===== src/rtl/aud_io_decode.sv =====
module aud_io_decode #(
  parameter int         ROM_BYTES = 64,
  parameter logic [7:0] ROM_SEED  = 8'h5B,
  parameter logic [7:0] ROM_STEP  = 8'd37
) (
  input  logic        clk,
  input  logic        rst_n,
  input  logic [15:0] cpu_addr,
  input  logic [7:0]  cpu_wdata,
  input  logic        cpu_rd,
  input  logic        cpu_wr,
  output logic [7:0]  cpu_rdata,
  output logic        ram_we,
  input  logic [7:0]  ram_rdata,
  output logic [6:0]  dsp_addr,
  output logic [7:0]  dsp_wdata,
  output logic        dsp_we,
  output logic        dsp_re,
  input  logic [7:0]  dsp_rdata,
  input  logic        host_we,
  input  logic [1:0]  host_sel,
  input  logic [7:0]  host_wdata,
  output logic [2:0]  timer_en,
  output logic        rom_on
);
  localparam int          ROM_AW     = $clog2(ROM_BYTES);
  localparam int          ROM_BASE_I = 65536 - ROM_BYTES;
  localparam logic [15:0] ROM_BASE   = ROM_BASE_I[15:0];

  logic       win;
  logic [3:0] off;
  logic       wr_ctrl, wr_latch, wr_dsp, rd_dsp;
  logic [7:0] latch_q;
  logic [7:0] scr_q [2];
  logic [7:0] host_q [4];
  logic [2:0] ten_q;
  logic       rom_q;
  logic [ROM_AW-1:0] rom_idx;
  logic [7:0] rom_byte;

  assign win      = (cpu_addr[15:4] == 12'h00F);
  assign off      = cpu_addr[3:0];
  assign wr_ctrl  = cpu_wr && win && (off == 4'h1);
  assign wr_latch = cpu_wr && win && (off == 4'h2);
  assign wr_dsp   = cpu_wr && win && (off == 4'h3);
  assign rd_dsp   = cpu_rd && win && (off == 4'h3);

  assign ram_we    = cpu_wr;
  assign dsp_addr  = latch_q[6:0];
  assign dsp_wdata = cpu_wdata;
  assign dsp_we    = wr_dsp && !latch_q[7];
  assign dsp_re    = rd_dsp;
  assign timer_en  = ten_q;
  assign rom_on    = rom_q;

  always_ff @(posedge clk) begin
    if (!rst_n) begin
      ten_q   <= '0;
      rom_q   <= 1'b1;
      latch_q <= '0;
    end else begin
      if (wr_ctrl) begin
        ten_q <= cpu_wdata[2:0];
        rom_q <= cpu_wdata[7];
      end
      if (wr_latch) latch_q <= cpu_wdata;
    end
  end

  for (genvar s = 0; s < 2; s++) begin : g_scr
    always_ff @(posedge clk) begin
      if (!rst_n) scr_q[s] <= '0;
      else if (cpu_wr && win && (off == 4'(8 + s))) scr_q[s] <= cpu_wdata;
    end
  end

  for (genvar p = 0; p < 4; p++) begin : g_host
    always_ff @(posedge clk) begin
      if (!rst_n) host_q[p] <= '0;
      else if (wr_ctrl && cpu_wdata[4 + p/2]) host_q[p] <= '0;
      else if (host_we && host_sel == 2'(p)) host_q[p] <= host_wdata;
    end
  end

  assign rom_idx  = cpu_addr[ROM_AW-1:0];
  assign rom_byte = ROM_SEED + ROM_STEP * 8'(rom_idx);

  always_comb begin
    cpu_rdata = ram_rdata;
    if (rom_q && cpu_addr >= ROM_BASE) cpu_rdata = rom_byte;
    else if (win) begin
      case (off)
        4'h2: cpu_rdata = latch_q;
        4'h3: cpu_rdata = dsp_rdata;
        4'h4, 4'h5, 4'h6, 4'h7: cpu_rdata = host_q[off[1:0]];
        4'h8: cpu_rdata = scr_q[0];
        4'h9: cpu_rdata = scr_q[1];
        default: ;
      endcase
    end
  end

  a_r2_ctrl_bits: assert property (@(posedge clk) disable iff (!rst_n)
    wr_ctrl |=> (timer_en == $past(cpu_wdata[2:0])) && (rom_on == $past(cpu_wdata[7])));

  a_r3_clear_low_pair: assert property (@(posedge clk) disable iff (!rst_n)
    (wr_ctrl && cpu_wdata[4]) |=> (host_q[0] == 8'h00) && (host_q[1] == 8'h00));

  a_r3_clear_high_pair: assert property (@(posedge clk) disable iff (!rst_n)
    (wr_ctrl && cpu_wdata[5]) |=> (host_q[2] == 8'h00) && (host_q[3] == 8'h00));

  a_r4_latch_low: assert property (@(posedge clk) disable iff (!rst_n)
    wr_latch |=> (dsp_addr == $past(cpu_wdata[6:0])));

  a_r5_drop_high: assert property (@(posedge clk) disable iff (!rst_n)
    (wr_latch && cpu_wdata[7]) |=> !(cpu_wr && win && off == 4'h3 && dsp_we));

  a_r7_scratch: assert property (@(posedge clk) disable iff (!rst_n)
    (cpu_wr && win && off == 4'h8) |=> (scr_q[0] == $past(cpu_wdata)));
endmodule


===== config.mk =====
export PLATFORM = sky130hd
export DESIGN_NAME = aud_io_decode
export DESIGN_NICKNAME = d
export VERILOG_FILES = /design/src/rtl/aud_io_decode.sv
export SDC_FILE = /design/constraint.sdc
export NUM_CORES = 1
export LEC_CHECK = 0
export BUFFER_PORTS_ARGS = -buffer_cell sky130_fd_sc_hd__buf_2
export CORE_ASPECT_RATIO = 1.2
export CORE_MARGIN = 4
export CORE_UTILIZATION = 40
export DETAILED_ROUTE_END_ITERATION = 8
export PLACE_DENSITY = 0.66
export SYNTH_ARGS = -nofsm -noshare
export SYNTH_HDL_FRONTEND = slang
export SYNTH_SLANG_ARGS = --single-unit

===== constraint.sdc =====
create_clock -name clk -period 2.35 [get_ports clk]
set_input_delay 0.1175 -clock clk [delete_from_list [all_inputs] [get_ports clk]]
set_output_delay 0.1175 -clock clk [all_outputs]
set_load 0.005 [all_outputs]

== Yosys cells after proc, flatten, opt, wreduce, memory -nomap -nowiden ==
Memory sizes are Yosys's and may differ from the RTL's.
Index checks and enable logic that the tools add are counted.

* RAM bits: 48
* Memories: 2
* Register bits after elaboration: 12

* Muxes and demuxes: 42
* Multiply operators: 1
* Equal/unequal tests: 13
* $lt $le $gt $ge: 1
* Reduce and logical (&&, ||, !) cells: 19
* Bitwise logic cells: 10
* Add/subtract/negate cells: 1

{| class="wikitable"
|+ Memories
! memory !! depth !! width !! rd ports !! clocked after memory_dff !! wr ports !! RTL line !! text
|-
| host_q || 4 || 8 || 1 || 0 || 4 || 35 || <nowiki>logic [7:0] host_q [4];</nowiki>
|-
| scr_q || 2 || 8 || 2 || 0 || 2 || 34 || <nowiki>logic [7:0] scr_q [2];</nowiki>
|}

{| class="wikitable"
|+ Operator list
! operator !! count
|-
| 8-bit 2-to-1 mux || 12
|-
| 8-bit one-hot mux with 5 select lines || 1
|-
| 1-bit 2-to-1 mux || 29
|-
| 4-bit by 3-bit == test with 1-bit output (second input constant) || 4
|-
| 16-bit >= comparator (second input constant) || 1
|-
| 1-bit logical AND || 16
|-
| 12-bit by 4-bit == test with 1-bit output (second input constant) || 1
|-
| 1-bit bitwise OR || 10
|-
| 7-bit by 8-bit adder with 8-bit output (first input constant) || 1
|-
| 4-bit by 2-bit == test with 1-bit output (second input constant) || 2
|-
| 4-bit == test (second input constant) || 2
|-
| 6-bit by 6-bit multiplier with 8-bit output (first input constant) || 1
|-
| 2-bit == test (second input constant) || 2
|-
| 4-bit by 1-bit == test with 1-bit output (second input constant) || 1
|-
| 4-bit OR reduction || 1
|-
| 2-bit by 1-bit == test with 1-bit output (second input constant) || 1
|-
| 2-bit zero test || 1
|-
| 1-bit zero test || 1
|}

== Depth between registers and ports, before layout ==
* Depth after elaboration: 9
* Gate-level depth with buffers: 11

== Worst setup path before layout ==
OpenSTA, ideal clock, no wires.

* Path kind: input to output
* Start: in cpu_addr[4]
* End: out cpu_rdata[7]
* Setup slack: 0.042 ns
* Stages on the path: 9
* Path buffers: 0
* Data required time: 2.233 ns
* Arrival: 2.191 ns
* Path through: inv_1 -> ha_1 -> fa_1 -> ha_1 -> ha_1 -> a31oi_1 -> o21ai_0 -> xnor2_1 -> o22ai_1

* Longest elaborated chain between the ends: 3
* Elaborated cells between the ends (all ways): 7
* Classes of those cells: add/sub: 1; mul: 1; order compare: 1; eq/ne: 1; mux: 2; reduce/logical: 1

{| class="wikitable"
|+ RTL lines
! element !! RTL line !! text
|-
| start: declaration || 8 || <nowiki>input logic [15:0] cpu_addr,</nowiki>
|-
| 6-bit by 6-bit multiplier with 8-bit output, or another cell as far along || 86 || <nowiki>assign rom_byte = ROM_SEED + ROM_STEP * 8'(rom_idx);</nowiki>
|-
| 7-bit by 8-bit adder with 8-bit output, or another cell as far along || 86 ||
|-
| 8-bit 2-to-1 mux (*) || 90 || <nowiki>if (rom_q && cpu_addr >= ROM_BASE) cpu_rdata = rom_byte;</nowiki>
|-
| end: declaration || 12 || <nowiki>output logic [7:0] cpu_rdata,</nowiki>
|}

Every way passes the cells marked *; elsewhere a longest branch is shown, timed or not.

== Worst setup path in the final report ==
* Start: in cpu_addr[1]
* End: out cpu_rdata[7]

* Longest elaborated chain between the ends: 5
* Elaborated cells between the ends (all ways): 17
* Classes of those cells: add/sub: 1; mul: 1; order compare: 1; eq/ne: 8; mux: 3; reduce/logical: 2; memory: 1

{| class="wikitable"
|+ RTL lines
! element !! RTL line
|-
| parallel branches: the longest is 4 deep, another holds 6-bit by 6-bit multiplier with 8-bit output || n/a
|-
| 8-bit 2-to-1 mux (*) || 90
|}

Mark *: on every way between the ends.

==> results.sh <==
export IMPL_grt_setup_unrepaired="true"
export IMPL_yosys_area_share_xor_xnor_pct=2.17
export IMPL_nNetsFinal=501
export IMPL_placeableCoreArea_sq_um=8700
export IMPL_cts_made_buffers=9
export IMPL_die_area_sq_um=10700
export IMPL_start_util_pct=41.8
export IMPL_drive_gt1_share_pct=38.4
export IMPL_dpl_worst_slack_ns=-0.365
export IMPL_dr_pass1_iters=4
export IMPL_grt_pass1_wl_um=15400
export IMPL_synthMuxAreaShare_pct=5.23
export IMPL_ys_async_sr_fraction_pct=0
export IMPL_syn_area_per_cell_sq_um=10.9
export IMPL_post_route_period_util_pct=102
export IMPL_place_congestion=0.802
export IMPL_yosysSeqAreaShare_pct=46.3
export IMPL_worstSetupStartpointType="input port"
export IMPL_min_path_type="input port to register"
export IMPL_ys_top_cells_by_count="48 x edfxtp_1, 38 x nor3_1, 33 x nand2_1"
export IMPL_power_leakage_uw=0.00180
export IMPL_cts_clk_slew_worst_paths_ns=0.06
export IMPL_grt_remaining_overflow=0
export IMPL_crit_path_max_fanout=3
export IMPL_slew_headroom_pct=63.6
export IMPL_io_pins=85
export IMPL_clock_path_buffers=2
export IMPL_dp_hpwl_um=7170
export IMPL_netlist_instances=332
export IMPL_wl_per_cell_um=18.2
export IMPL_synth_edf_count=48
export IMPL_yosysTopAreaCellShare_pct=39.7
export IMPL_grt_use_total_pct=19.2
export IMPL_setup_violations=3
export IMPL_syn_num_nets=411
export IMPL_vias=2994
export IMPL_max_freq_mhz=417
export IMPL_outcome="finished, violations left"
export IMPL_worst_slack_ns=-0.0491
export IMPL_grt_pass1_vias=3121
export IMPL_synthTopCellsByArea="edfxtp_1 40%, ha_1 7.2%, dfxtp_1 6.6%, nor3_1 5.2%, mux4_2 5.0%"
export IMPL_fillCellCount=802
export IMPL_tightest_slew_ns=0.545
export IMPL_place_area_sq_um=4250
export IMPL_total_power_uw=2600
export IMPL_ys_ff_latch=60
export IMPL_port_buffers=84
export IMPL_antenna_cells=0
export IMPL_cts_hold_buf=0
export IMPL_hold_viol=0
export IMPL_crit_required_ns=2.23
export IMPL_syn_area_sq_um=3630
export IMPL_cts_tree="built"
export IMPL_synth_compound_area_share_pct=12.3
export IMPL_failed_checks="setup timing"
export IMPL_final_cell_area_sq_um=4610
export IMPL_arrival_ns=2.28
export IMPL_synth_ff_type="edfxtp_1"
export IMPL_drt_iter0_drc=140
export IMPL_yosys_cell_count_top_type="edfxtp_1"
export IMPL_synth_simple_area_share_pct=18.1
export IMPL_yosysTopAreaCell="edfxtp_1"
export IMPL_timing_clock_skew_ns=0
export IMPL_die_w_um=95.0
export IMPL_maxCapViolations=0
export IMPL_htree_levels=3
export IMPL_p_per_area_nw_per_um2=563
export IMPL_yosysUniqueCellTypes=43
export IMPL_synthAdderAreaFrac_pct=8.88
export IMPL_antenna_found_initial=0
export IMPL_drt_wl_total_um=9890
export IMPL_end_kind="output port"
export IMPL_die_height_um=112
export IMPL_post_route_drc_count=0
export IMPL_synth_top_family_by_area="simple AND/OR/NAND/NOR gates"
export IMPL_syn2layout_area_growth_pct=27.0
export IMPL_clock_latency_ns=0.33
export IMPL_viasPerCell=5.50
export IMPL_critPathKind="input port to output port"
export IMPL_root_buffer="clkbuf_8"
export IMPL_yosys_warnings=0
export IMPL_rows=37
export IMPL_clock_sinks=60
export IMPL_slew_viol_final=0
export IMPL_layout_min_cycle_time_ns=2.40
export IMPL_ir_drop_v=0.000220
export IMPL_grt_max_degree=20
export IMPL_final_antenna_net_count=0
export IMPL_hold_slack_ns=0.0291
[timing repair]
| action | 4_1_cts | 5_1_grt |
|---|---|---|
| endpoints found under the hold margin | 0 | 0 |
| pin swaps | 17 | 16 |
| resized for setup | 24 | 9 |
| setup buffers | 0 | 0 |
| setup endpoints to repair | 4 | 8 |
[layer usage]
layer / up-vias / track usage [%] / share of wire, %
met5: - / 0 / 0
met4: 0 / 10.2 / 3.8
met3: 26 / 3.82 / 6.1
met2: 113 / 34.1 / 51
met1: 1413 / 21.0 / 39
li1: 1442 / - / -
[placed cells by master, fill, tap and decap left out, types with 4 or more instances in the layout]
cell type,count
o21ai_0,10
ha_4,11
ha_1,10
xnor2_1,5
nand3_1,13
nand2_1,32
o21ai_1,11
nor3_1,38
mux4_2,8
o22ai_1,8
nor2_1,5
inv_1,8
o311a_1,8
a221oi_1,16
edfxtp_1,48
clkbuf_8,9
dfxtp_1,12
buf_2,80
clkinv_1,4
buf_4,29
and2_1,12
[logic make-up after synthesis]
| family | Yosys count |
|---|---|
| adder cells (fa/ha/maj) | 24 |
| multiplexers | 9 |
| XOR/XNOR | 9 |
| AO/OA/AOI/OAI | 62 |
| flip-flops | 60 |
| buffers and inverters | 47 |
| AND/OR/NAND/NOR | 121 |
[worst max-delay path, cell delays in order]
cell	delay, ns
buf_2	0.12
buf_4	0.15
fa_1	0.58
ha_4	0.21
ha_4	0.24
ha_4	0.23
a21oi_4	0.15
o21ai_2	0.08
xnor2_1	0.12
o22ai_1	0.12
buf_2	0.15
[sequential cells by signal (all words and copies together) (netlist names)]
register and cells:
host_q 32, latch_q 8, rom_on 1, scr_q 16
timer_en 3
[stage by stage]
step                      TNS, ns  std cells  util [%]
after global placement     -0.792        528      48.8
after CTS                 -0.0569        544      52.6
after detailed placement   -0.908        528      48.8
after global routing       -0.338        544      53.0
after floorplan                 0        332         -
final                     -0.0804        544      53.0
[path summary, 6_finish.rpt]
check | start | to | slack [ns] | cells after the start
min reg2reg | timer_en[0]$_SDFFE_PN0N_ | timer_en[0]$_SDFFE_PN0N_ | 0.46 | 2
max reg2reg | rom_on$_SDFFE_PN1N_ | rom_on$_SDFFE_PN1N_ | 1.71 | 2
min | cpu_wdata[5] | latch_q[5]$_SDFFE_PN0P_ | 0.03 | 3
max | cpu_addr[1] | cpu_rdata[7] | -0.05 | 11
[area by class of cell]
cell class,count,area (sq um),share of cell area (%)
multi-input cells,225,1870,40.6
flip-flops and latches,60,1680,36.4
repair buffers,116,722,15.6
well taps,117,146,3.17
clock buffers,12,135,2.93
inverters,10,40.0,0.868
clock inverters,4,16.3,0.352
[power by group]
group	switching (uW)	internal, uW	total (uW)
registers	14.1	1200	1220
logic	312	329	642
clock network	371	370	741
total	697	1900	2600
No activity file was read; power rests on OpenSTA's default activity.
